[config.mk]
export PLATFORM = sky130hd
export DESIGN_NAME = issue_seq_top
export DESIGN_NICKNAME = d
export VERILOG_FILES = /design/src/rtl/issue_seq_pkg.sv /design/src/rtl/issue_seq_dp.sv /design/src/rtl/issue_seq_ctrl.sv /design/src/rtl/issue_seq_top.sv
export SDC_FILE = /design/constraint.sdc
export NUM_CORES = 1
export LEC_CHECK = 0
export ABC_AREA = 1
export CAP_MARGIN = 20
export CORE_MARGIN = 4
export CORE_UTILIZATION = 27
export CTS_CLUSTER_SIZE = 8
export DETAILED_ROUTE_END_ITERATION = 8
export DONT_BUFFER_PORTS = 1
export HOLD_SLACK_MARGIN = 0.08
export SYNTH_ARGS = -nofsm -noshare
export SYNTH_HDL_FRONTEND = slang
export SYNTH_SLANG_ARGS = --single-unit
[constraint.sdc]
create_clock -name clk -period 1.8 [get_ports clk]
set_input_delay 0.27 -clock clk [delete_from_list [all_inputs] [get_ports clk]]
set_output_delay 0.27 -clock clk [all_outputs]
set_load 0.03 [all_outputs]
[src/rtl/issue_seq_pkg.sv]
package issue_seq_pkg;

  typedef enum logic [2:0] {
    ST_START,
    ST_SECOND,
    ST_FILL,
    ST_SKIP1,
    ST_SKIP2
  } seqState_t;

  // strobes from control to the cost datapath
  typedef struct packed {
    logic loadCost;
    logic decFill;
    logic clrSkip;
  } dpStrobe_t;

endpackage

[src/rtl/issue_seq_dp.sv]
module issue_seq_dp
  import issue_seq_pkg::*;
#(
  parameter int MARK_W    = 8,
  parameter int PC_COST   = 1,
  parameter int READ_COST = 1,
  parameter int CNT_W     = 2
) (
  input  logic             clk,
  input  logic             rst,
  input  logic [MARK_W-1:0] markBits,
  input  logic             changesPc,
  input  logic             slowRead,
  input  logic             skipTaken,
  input  dpStrobe_t        strobe,
  output logic             markZero,
  output logic             costNonZero,
  output logic             pendZero,
  output logic             fillLast,
  output logic             skipPend
);

  logic [CNT_W-1:0] pendCnt;
  logic [CNT_W-1:0] costNow;

  always_comb begin
    costNow = '0;
    if (changesPc) costNow = costNow + CNT_W'(PC_COST);
    if (slowRead)  costNow = costNow + CNT_W'(READ_COST);
  end

  assign markZero    = (markBits == '0);
  assign costNonZero = (costNow != '0);
  assign pendZero    = (pendCnt == '0);
  assign fillLast    = (pendCnt == CNT_W'(1));

  always_ff @(posedge clk) begin
    if (rst) begin
      pendCnt  <= '0;
      skipPend <= 1'b0;
    end else if (strobe.loadCost) begin
      pendCnt  <= costNow;
      skipPend <= skipTaken;
    end else begin
      if (strobe.decFill) pendCnt  <= pendCnt - CNT_W'(1);
      if (strobe.clrSkip) skipPend <= 1'b0;
    end
  end

endmodule

[src/rtl/issue_seq_ctrl.sv]
module issue_seq_ctrl
  import issue_seq_pkg::*;
(
  input  logic      clk,
  input  logic      rst,
  input  logic      wordValid,
  input  logic      isTwoWord,
  input  logic      skipTaken,
  input  logic      markZero,
  input  logic      costNonZero,
  input  logic      pendZero,
  input  logic      fillLast,
  input  logic      skipPend,
  output dpStrobe_t strobe,
  output logic      execValid,
  output logic      nopSlot,
  output logic      consume,
  output logic      busy
);

  seqState_t state, nextState;

  always_ff @(posedge clk) begin
    if (rst) state <= ST_START;
    else     state <= nextState;
  end

  always_comb begin
    nextState = state;
    strobe    = '0;
    execValid = 1'b0;
    nopSlot   = 1'b0;
    consume   = 1'b0;
    busy      = (state != ST_START);
    case (state)
      ST_START: if (wordValid) begin
        consume = 1'b1;
        if (markZero) begin
          nopSlot = 1'b1;
        end else begin
          execValid       = 1'b1;
          strobe.loadCost = 1'b1;
          if (isTwoWord)        nextState = ST_SECOND;
          else if (costNonZero) nextState = ST_FILL;
          else if (skipTaken)   nextState = ST_SKIP1;
        end
      end
      ST_SECOND: if (wordValid) begin
        consume = 1'b1;
        nopSlot = 1'b1;
        if (!pendZero)    nextState = ST_FILL;
        else if (skipPend) nextState = ST_SKIP1;
        else               nextState = ST_START;
      end
      ST_FILL: begin
        nopSlot        = 1'b1;
        strobe.decFill = 1'b1;
        if (fillLast) nextState = skipPend ? ST_SKIP1 : ST_START;
      end
      ST_SKIP1: if (wordValid) begin
        consume        = 1'b1;
        nopSlot        = 1'b1;
        strobe.clrSkip = 1'b1;
        nextState      = isTwoWord ? ST_SKIP2 : ST_START;
      end
      ST_SKIP2: if (wordValid) begin
        consume   = 1'b1;
        nopSlot   = 1'b1;
        nextState = ST_START;
      end
      default: nextState = ST_START;
    endcase
  end

endmodule

[src/rtl/issue_seq_top.sv]
module issue_seq_top
  import issue_seq_pkg::*;
#(
  parameter int WORD_W    = 24,
  parameter int MARK_W    = 8,
  parameter int PC_COST   = 1,
  parameter int READ_COST = 1
) (
  input  logic              clk,
  input  logic              rst,
  input  logic              wordValid,
  input  logic [WORD_W-1:0] fetchWord,
  input  logic              isTwoWord,
  input  logic              changesPc,
  input  logic              slowRead,
  input  logic              skipTaken,
  output logic              execValid,
  output logic              nopSlot,
  output logic              consume,
  output logic              busy
);

  localparam int CNT_W = $clog2(PC_COST + READ_COST + 1);

  dpStrobe_t strobe;
  logic markZero, costNonZero, pendZero, fillLast, skipPend;

  issue_seq_dp #(
    .MARK_W(MARK_W), .PC_COST(PC_COST), .READ_COST(READ_COST), .CNT_W(CNT_W)
  ) dp_i (
    .clk(clk), .rst(rst),
    .markBits(fetchWord[WORD_W-1 -: MARK_W]),
    .changesPc(changesPc), .slowRead(slowRead), .skipTaken(skipTaken),
    .strobe(strobe),
    .markZero(markZero), .costNonZero(costNonZero), .pendZero(pendZero),
    .fillLast(fillLast), .skipPend(skipPend)
  );

  issue_seq_ctrl ctrl_i (
    .clk(clk), .rst(rst), .wordValid(wordValid),
    .isTwoWord(isTwoWord), .skipTaken(skipTaken),
    .markZero(markZero), .costNonZero(costNonZero), .pendZero(pendZero),
    .fillLast(fillLast), .skipPend(skipPend),
    .strobe(strobe),
    .execValid(execValid), .nopSlot(nopSlot), .consume(consume), .busy(busy)
  );

endmodule

Yosys cells after proc, flatten, opt, wreduce, memory -nomap -nowiden
Cells that the tools add are included.

word-level totals
  register bits after elaboration = 6
  input port bits = 31
  output and inout bits = 4
  logic and storage cells = 56

cells by class
  add/sub/neg operators = 2
  equal/unequal tests = 12
  multiplexer cells = 29
  reductions and logical operators = 10

operator list
  kind                                                                    count
  3-bit two-way mux                                                       11
  3-bit case mux with 5 select lines                                      1
  1-bit two-way mux                                                       12
  2-bit != test (second input constant)                                   5
  8-bit zero test                                                         1
  2-bit two-way mux                                                       4
  7-bit AND reduction                                                     1
  3-bit by 2-bit equality test with 1-bit output (second input constant)  2
  2-bit nonzero test                                                      3
  4-bit != test (second input constant)                                   1
  4-bit OR reduction                                                      1
  3-bit by 1-bit equality test with 1-bit output (second input constant)  1
  3-bit equality test (second input constant)                             1
  3-bit zero test                                                         1
  1-bit case mux with 3 select lines                                      1
  3-bit nonzero test                                                      1
  3-bit OR reduction                                                      1
  1-bit by 1-bit adder with 2-bit output (second input constant)          1
  2-bit by 1-bit equality test with 1-bit output (second input constant)  1
  2-bit zero test                                                         1
  2-bit by 1-bit != test with 1-bit output (second input constant)        1
  2-bit by 1-bit subtractor with 2-bit output (second input constant)     1

Logic depth before layout (Yosys ltp)
Gate-level depths: netlist of run 1.

  word-level depth = 9
  gate-level depth with buffers = 10

Hierarchy
A second synthesis of run 1 with hierarchy kept.

second synthesis, totals
  cell total of the unflattened synthesis = 99
  area total of the unflattened synthesis = 568.0 um^2

by module, submodules not included
  module          times used  cells an instance  area each (um^2)  seq. area each (um^2)
  issue_seq_ctrl  1           62                 334.1             60.1
  issue_seq_dp    1           37                 234.0             60.1

Least setup slack after synthesis of run 1
OpenSTA, ideal clock, no wires.

  kind = register to output
  start point = register ctrl_i.state[1]
  end point = output nopSlot
  arrival = 1.462 ns
  path slack = 0.068 ns
  stages on the path, launching flop included = 9
  path through = dfxtp_1 -> buf_6 -> nor2_2 -> nand2_2 -> inv_2 -> nand2_2 -> nand2_1 -> nor2_1 -> o21ai_1

on the way
  longest elaborated chain between the ends = 3
  elaborated cells on any way between the ends = 7
  classes of those cells = eq/ne (4); mux (1); reduce/logical (2)

RTL lines
  what                                                                          RTL line              text
  from (decl)                                                                   issue_seq_ctrl.sv:21  seqState_t state, nextState;
  from (signal assigned)                                                        issue_seq_ctrl.sv:25  else state <= nextState;
  3-bit by 1-bit equality test with 1-bit output, or another cell as far along  issue_seq_ctrl.sv:35  case (state)
  3-bit OR reduction (no line)                                                  -
  1-bit case mux with 3 select lines *                                          issue_seq_ctrl.sv:35
  to (decl)                                                                     issue_seq_top.sv:18   output logic nopSlot,

Mark *: on every way between the ends. The rest lies on a longest branch, timed or not.

Final worst setup path of run 1
  start point = register ctrl_i.state[0]
  end point = output nopSlot

Same word-level chain as after synthesis.

==> impl_metrics.json, run 1 <==
{
  "yosys.area.top_type_share_pct": 21.1,
  "multi_input_area_sq_um": 384,
  "grt_pass1_vias": 527,
  "place.gp.congestion": 0.766,
  "overflow": 0,
  "seqPwrFrac_pct": 20.8,
  "ios": 35,
  "port_buffers": 0,
  "post_synth.cell_area_avg_sq_um": 6.20,
  "yosysSeqAreaShare_pct": 21.1,
  "p_comb_share_pct": 68.4,
  "r2r_setup_slack_ns": 0.48,
  "switchingPower_w": 0.000614,
  "drcViolationCount": 0,
  "synthArstFlopShare_pct": 0,
  "finalSetupTns_ns": 0,
  "yosys_warnings": 0,
  "worstPathArrival_ns": 1.36,
  "synth_area_sq_um": 571,
  "p_int_w": 0.000562,
  "post-synth-top-area-cell": "dfxtp_1",
  "synth.top_cells.by_count": "nor2_1, nand2_1, inv_1",
  "rows": 16,
  "cts_root_buf": "clkbuf_4",
  "grt_setup_unrepaired": "no",
  "power.leakage_nw": 0.322,
  "ys_ff_latch": 6,
  "vdd_ir_drop_max_v": 0.000767,
  "track_usage_pct": 10.5,
  "startpoint": "ctrl_i.state[0]",
  "crit_path_end": "nopSlot",
  "nets": 136,
  "synth_edf_count": 0,
  "yosys-top-cells-area": "dfxtp_1, nor2_1, nand2_1",
  "hold_viol_final": 0,
  "synthesis.nets": 127,
  "min_path_cells": 2,
  "regArea_sq_um": 120,
  "first_iter_violations": 9,
  "dieArea_sq_um": 2910,
  "crit_required_ns": 1.53,
  "clkPwrFrac_pct": 10.8,
  "drt_first_pass_iters": 4,
  "worst_r2r_endpoint": "dp_i.pendCnt[0]",
  "cts.sinks": 6,
  "cts_buffers": 3,
  "syn_inst": 92,
  "die_h_microns": 54.0,
  "clockBufferDepth": 2,
  "synth-main-ff-cell": "dfxtp_1",
  "drive_gt1_share_pct": 23.2,
  "switching_share_pct": 52.2,
  "drv_cap": 0,
  "setup_viol": 0,
  "fillers": 222,
  "crit_path_end_kind": "output port",
  "diodes": 0,
  "postRouteAntennaNets": 0,
  "drt-total-wl_mm": 1.26,
  "hold_class": "primary input to flip-flop",
  "grt_max_degree": 11,
  "yosysUniqueCellTypes": 20,
  "crit_fanout": 7,
  "clock_skew_ns": 0.00325,
  "p_per_area_nw_per_um2": 1790,
  "r2r-start": "ctrl_i.state[0]",
  "initial_utilization_pct": 28.8,
  "htree_levels": 1,
  "dp_hpwl_mm": 1.06,
  "reg2reg_depth": 7,
  "coreArea_sq_um": 1980,
  "antenna_found_initial": 0,
  "instances_no_fill": 126,
  "path_clk_slew_ns": 0.04,
  "area_growth_pct": 15.4,
  "fp.dieW_microns": 54.0,
  "yosysMostFrequentCell": "nor2_1",
  "viasPerCell": 4.62,
  "dp.cells": 123,
  "cts_tree": "done",
  "num_vias": 582,
  "clk_latency_ns": 0.25,
  "post-route-period-util_pct": 90.6,
  "slew_viol_final": 0,
  "relSlewSlack_pct": 80.6,
  "tightest_slew_ns": 0.291,
  "setup.worst_path.start_class": "flip-flop",
  "max_clock_freq_ghz": 0.613,
  "criticalPathCategory": "flip-flop to output port",
  "outcome": "finished clean",
  "fin_hold_ws_ns": 0.217,
  "wire_per_inst_microns": 9.97,
  "period_needed_ns": 1.63,
  "post_cts_buffers": 0,
  "grt_pass1_wl_mm": 2.18
}
power groups by stage:
stage / clock [W] / sequential [W] / combinational [W]
detailed placement: 0 / 0.000239 / 0.000802
finish: 0.000127 / 0.000245 / 0.000804
global placement: 0 / 0.000238 / 0.000796
CTS: 0.000129 / 0.000237 / 0.000806
floorplan: 0 / 0.000240 / 0.000625
global route: 0.000140 / 0.000256 / 0.000917
worst min path at each step:
stage                          from             to  slack [ns]
final                     skipTaken  dp_i.skipPend        0.22
after global routing      skipTaken  dp_i.skipPend        0.23
after CTS                 skipTaken  dp_i.skipPend        0.23
after detailed placement  skipTaken  dp_i.skipPend        0.49
after global placement    skipTaken  dp_i.skipPend        0.47
after floorplan           skipTaken  dp_i.skipPend        0.46
worst max-delay path, cell delays in order, from the launching register on:
cell and delay [ns]:
dfxtp_1 0.32, nor2_4 0.16, nand2_2 0.08, inv_2 0.05, nand2_2 0.10, nand2_1 0.08, nor2_1 0.04, o21ai_1 0.11
buf_4 0.17
area by class of cell:
cell class                      count  area share (%)
Multi-Input combinational cell     70            58.4
Sequential cell                     6            18.3
Inverter                           14            7.98
Timing Repair Buffer                6            6.84
Tap cell                           27            5.13
Clock buffer                        3            3.42
layout by cell type (no fill, tap or decap), types with 2 or more instances in the layout:
cell      count
nor2_1       17
nand2_1      16
inv_1        11
nand3_1       7
dfxtp_1       6
buf_4         6
o21ai_0       5
a21oi_1       5
ha_1          4
nor2_4        3
inv_2         3
nand4_1       3
clkbuf_4      3
nand2_2       2
nor2_2        2
o21ai_2       2
per-stage QoR:
stage | utilization (%) | power, W | worst slack (ns) | cell area [sq um]
2_1_floorplan | - | 0.000865 | 0.0683 | 571
4_1_cts | 33.0 | 0.00117 | 0.107 | 653
5_1_grt | 33.2 | 0.00131 | 0.0498 | 658
6_report | 33.2 | 0.00118 | 0.168 | 658
3_5_place_dp | 31.8 | 0.00104 | 0.369 | 631
3_3_place_gp | 31.8 | 0.00103 | 0.367 | 631
cells by family after synthesis:
group / Yosys count / synth area share (%)
simple gates: 52 / 43.4
fa+ha+maj: 4 / 8.77
xor+xnor: 1 / 1.54
flops: 6 / 21.1
buf+inv: 16 / 12.5
compound gates: 13 / 12.7
layer usage:
layer / track usage, % / vias to the layer above / share of wire, %
li1: - / 309 / -
met1: 11.3 / 256 / 40
met2: 17.3 / 12 / 51
met3: 3.32 / 5 / 5.7
met4: 7.47 / 0 / 2.9
met5: 0 / - / 0
sequential cells by signal, summed over array words and instances, names as in the netlist:
| register | cells |
|---|---|
| ctrl_i.state | 3 |
| dp_i.pendCnt | 2 |
| dp_i.skipPend | 1 |
repair_timing:
| action | 4_1_cts | 5_1_grt |
|---|---|---|
| endpoints found under the setup margin | 0 | 2 |
| gates resized for setup | 0 | 1 |
| hold endpoints to repair | 0 | 0 |
| hold buffers | 0 | 0 |
(Power assumes the default switching activity.)
==> inputs of run 2 (changes only) <==
--- a/config.mk
+++ b/config.mk
@@ -6,13 +6,13 @@
 export NUM_CORES = 1
 export LEC_CHECK = 0
 export ABC_AREA = 1
-export CAP_MARGIN = 20
 export CORE_MARGIN = 4
 export CORE_UTILIZATION = 27
 export CTS_CLUSTER_SIZE = 8
 export DETAILED_ROUTE_END_ITERATION = 8
 export DONT_BUFFER_PORTS = 1
 export HOLD_SLACK_MARGIN = 0.08
+export SETUP_SLACK_MARGIN = 0.4
 export SYNTH_ARGS = -nofsm -noshare
 export SYNTH_HDL_FRONTEND = slang
 export SYNTH_SLANG_ARGS = --single-unit
==> constraint.sdc (replaced) <==
create_clock -name clk -period 1.4 [get_ports clk]
set_input_delay 0.21 -clock clk [delete_from_list [all_inputs] [get_ports clk]]
set_output_delay 0.21 -clock clk [all_outputs]
set_load 0.03 [all_outputs]
==> impl_metrics.json, run 2 (synthesis gave the netlist of run 1 again) <==
{
  "final_cell_mix": "nor2_1, nand2_1, inv_1, buf_4",
  "slew_viol_final": 0,
  "p_per_area_nw_per_um2": 2390,
  "ios": 35,
  "period_needed_ns": 1.47,
  "regMostFlops": "ctrl_i.state",
  "crit_path_end_kind": "output port",
  "drt-total-wl_mm": 1.39,
  "power.leakage_nw": 0.364,
  "setup.worst_path.start_class": "flip-flop",
  "viasPerCell": 4.66,
  "reg_top3": "ctrl_i.state (3), dp_i.pendCnt (2), dp_i.skipPend (1)",
  "place.gp.congestion": 0.814,
  "cts.sinks": 6,
  "final_common_cell": "nor2_1",
  "largest_register_ffs": 3,
  "antenna_found_initial": 0,
  "grt_pass1_wl_mm": 2.43,
  "clk_latency_ns": 0.25,
  "fp.dieW_microns": 54.0,
  "cts_root_buf": "clkbuf_4",
  "htree_levels": 1,
  "dp_hpwl_mm": 1.01,
  "rows": 16,
  "final.setup.worst_slack_ns": -0.0672,
  "violations": "setup timing",
  "first_iter_violations": 3,
  "hold_viol_final": 0,
  "crit_fanout": 3,
  "max_clock_freq_ghz": 0.682,
  "tightest_slew_ns": 0.261,
  "path_clk_slew_ns": 0.05,
  "drv_cap": 0,
  "initial_utilization_pct": 28.8,
  "relSlewSlack_pct": 82.6,
  "grt_pass1_vias": 584,
  "coreArea_sq_um": 1980,
  "criticalPathCategory": "flip-flop to output port",
  "grt_setup_unrepaired": "yes",
  "crit_required_ns": 1.19,
  "die_h_microns": 54.0,
  "nets": 141,
  "finalSetupTns_ns": -0.0701,
  "dieArea_sq_um": 2910,
  "num_vias": 611,
  "track_usage_pct": 11.8,
  "setup_viol": 2,
  "area_growth_pct": 35.3,
  "post-route-period-util_pct": 105,
  "worstPathArrival_ns": 1.26,
  "grt_max_degree": 8,
  "cts_tree": "done",
  "port_buffers": 0,
  "diodes": 0,
  "drive_gt1_share_pct": 38.5,
  "drcViolationCount": 0,
  "outcome": "finished with violations",
  "pre_cts_ws_ns": 0.138,
  "vdd_ir_drop_max_v": 0.00103,
  "overflow": 0,
  "clock_skew_ns": 0.00215,
  "clockBufferDepth": 2,
  "hold_class": "primary input to flip-flop",
  "wire_per_inst_microns": 10.6,
  "postRouteAntennaNets": 0,
  "cts_buffers": 3,
  "drt_first_pass_iters": 4
}
==> run 2: cell types whose count changed in the layout (fill, tap and decap cells not counted), sizes merged <==
cell  change
buf       +5
==> run 2: area by class of cell <==
type	instances	area, sq um
sequential	6	126
timing repair buffer	11	97.6
inverter	14	55.1
multi-input combinational	70	437
tap	27	33.8
clock buffer	3	22.5
fill	218	1210
==> run 2: report_power, final <==
part	internal [W]	total [W]	switching, W	leakage (nW)
clock network	0.0000975	0.000168	0.0000704	0.0138
registers	0.000264	0.000344	0.0000798	0.0510
logic	0.000565	0.00133	0.000766	0.299
total	0.000926	0.00184	0.000917	0.364
==> run 2: worst paths after layout <==
kind / startpoint / to / slack [ns] / depth (start not counted)
max reg2reg: ctrl_i.state[1] / dp_i.pendCnt[0] / 0.03 / 9
max: ctrl_i.state[1] / nopSlot / -0.07 / 5
min reg2reg: ctrl_i.state[2] / ctrl_i.state[2] / 0.51 / 2
min: skipTaken / dp_i.skipPend / 0.12 / 2
==> run 2: repair_timing <==
action | CTS | global route
endpoints found under the setup margin | 10 | 10
pin swaps | 4 | 0
hold buffers | 0 | 0
hold endpoints to repair | 0 | 0
resized for setup | 17 | 0
setup buffers | 4 | 1
==> run 2: metrics by stage <==
step | instances | total power [W] | hold WS [ns] | util (%) | cell area [sq um]
2_1_floorplan | 92 | 0.00119 | 0.386 | - | 599
3_5_place_dp | 123 | 0.00140 | 0.401 | 33.1 | 656
3_3_place_gp | 123 | 0.00139 | 0.406 | 33.1 | 656
5_1_grt | 131 | 0.00203 | 0.143 | 39.0 | 772
4_1_cts | 130 | 0.00182 | 0.120 | 38.6 | 764
6_report | 131 | 0.00184 | 0.122 | 39.0 | 772
==> run 2: worst max-delay path, stage by stage (launching register included) <==
cell     delay (ns)
dfxtp_2        0.34
nor2_4         0.14
buf_4          0.14
o21ai_0        0.09
o21ai_2        0.15
buf_6          0.14
==> run 2: per-layer routing <==
layer	routed length (microns)	GRT usage (%)	vias up
li1	-	-	315
met4	44	6.22	0
met2	710	19.6	13
met5	0	0	-
met3	80	5.82	4
met1	550	12.2	279
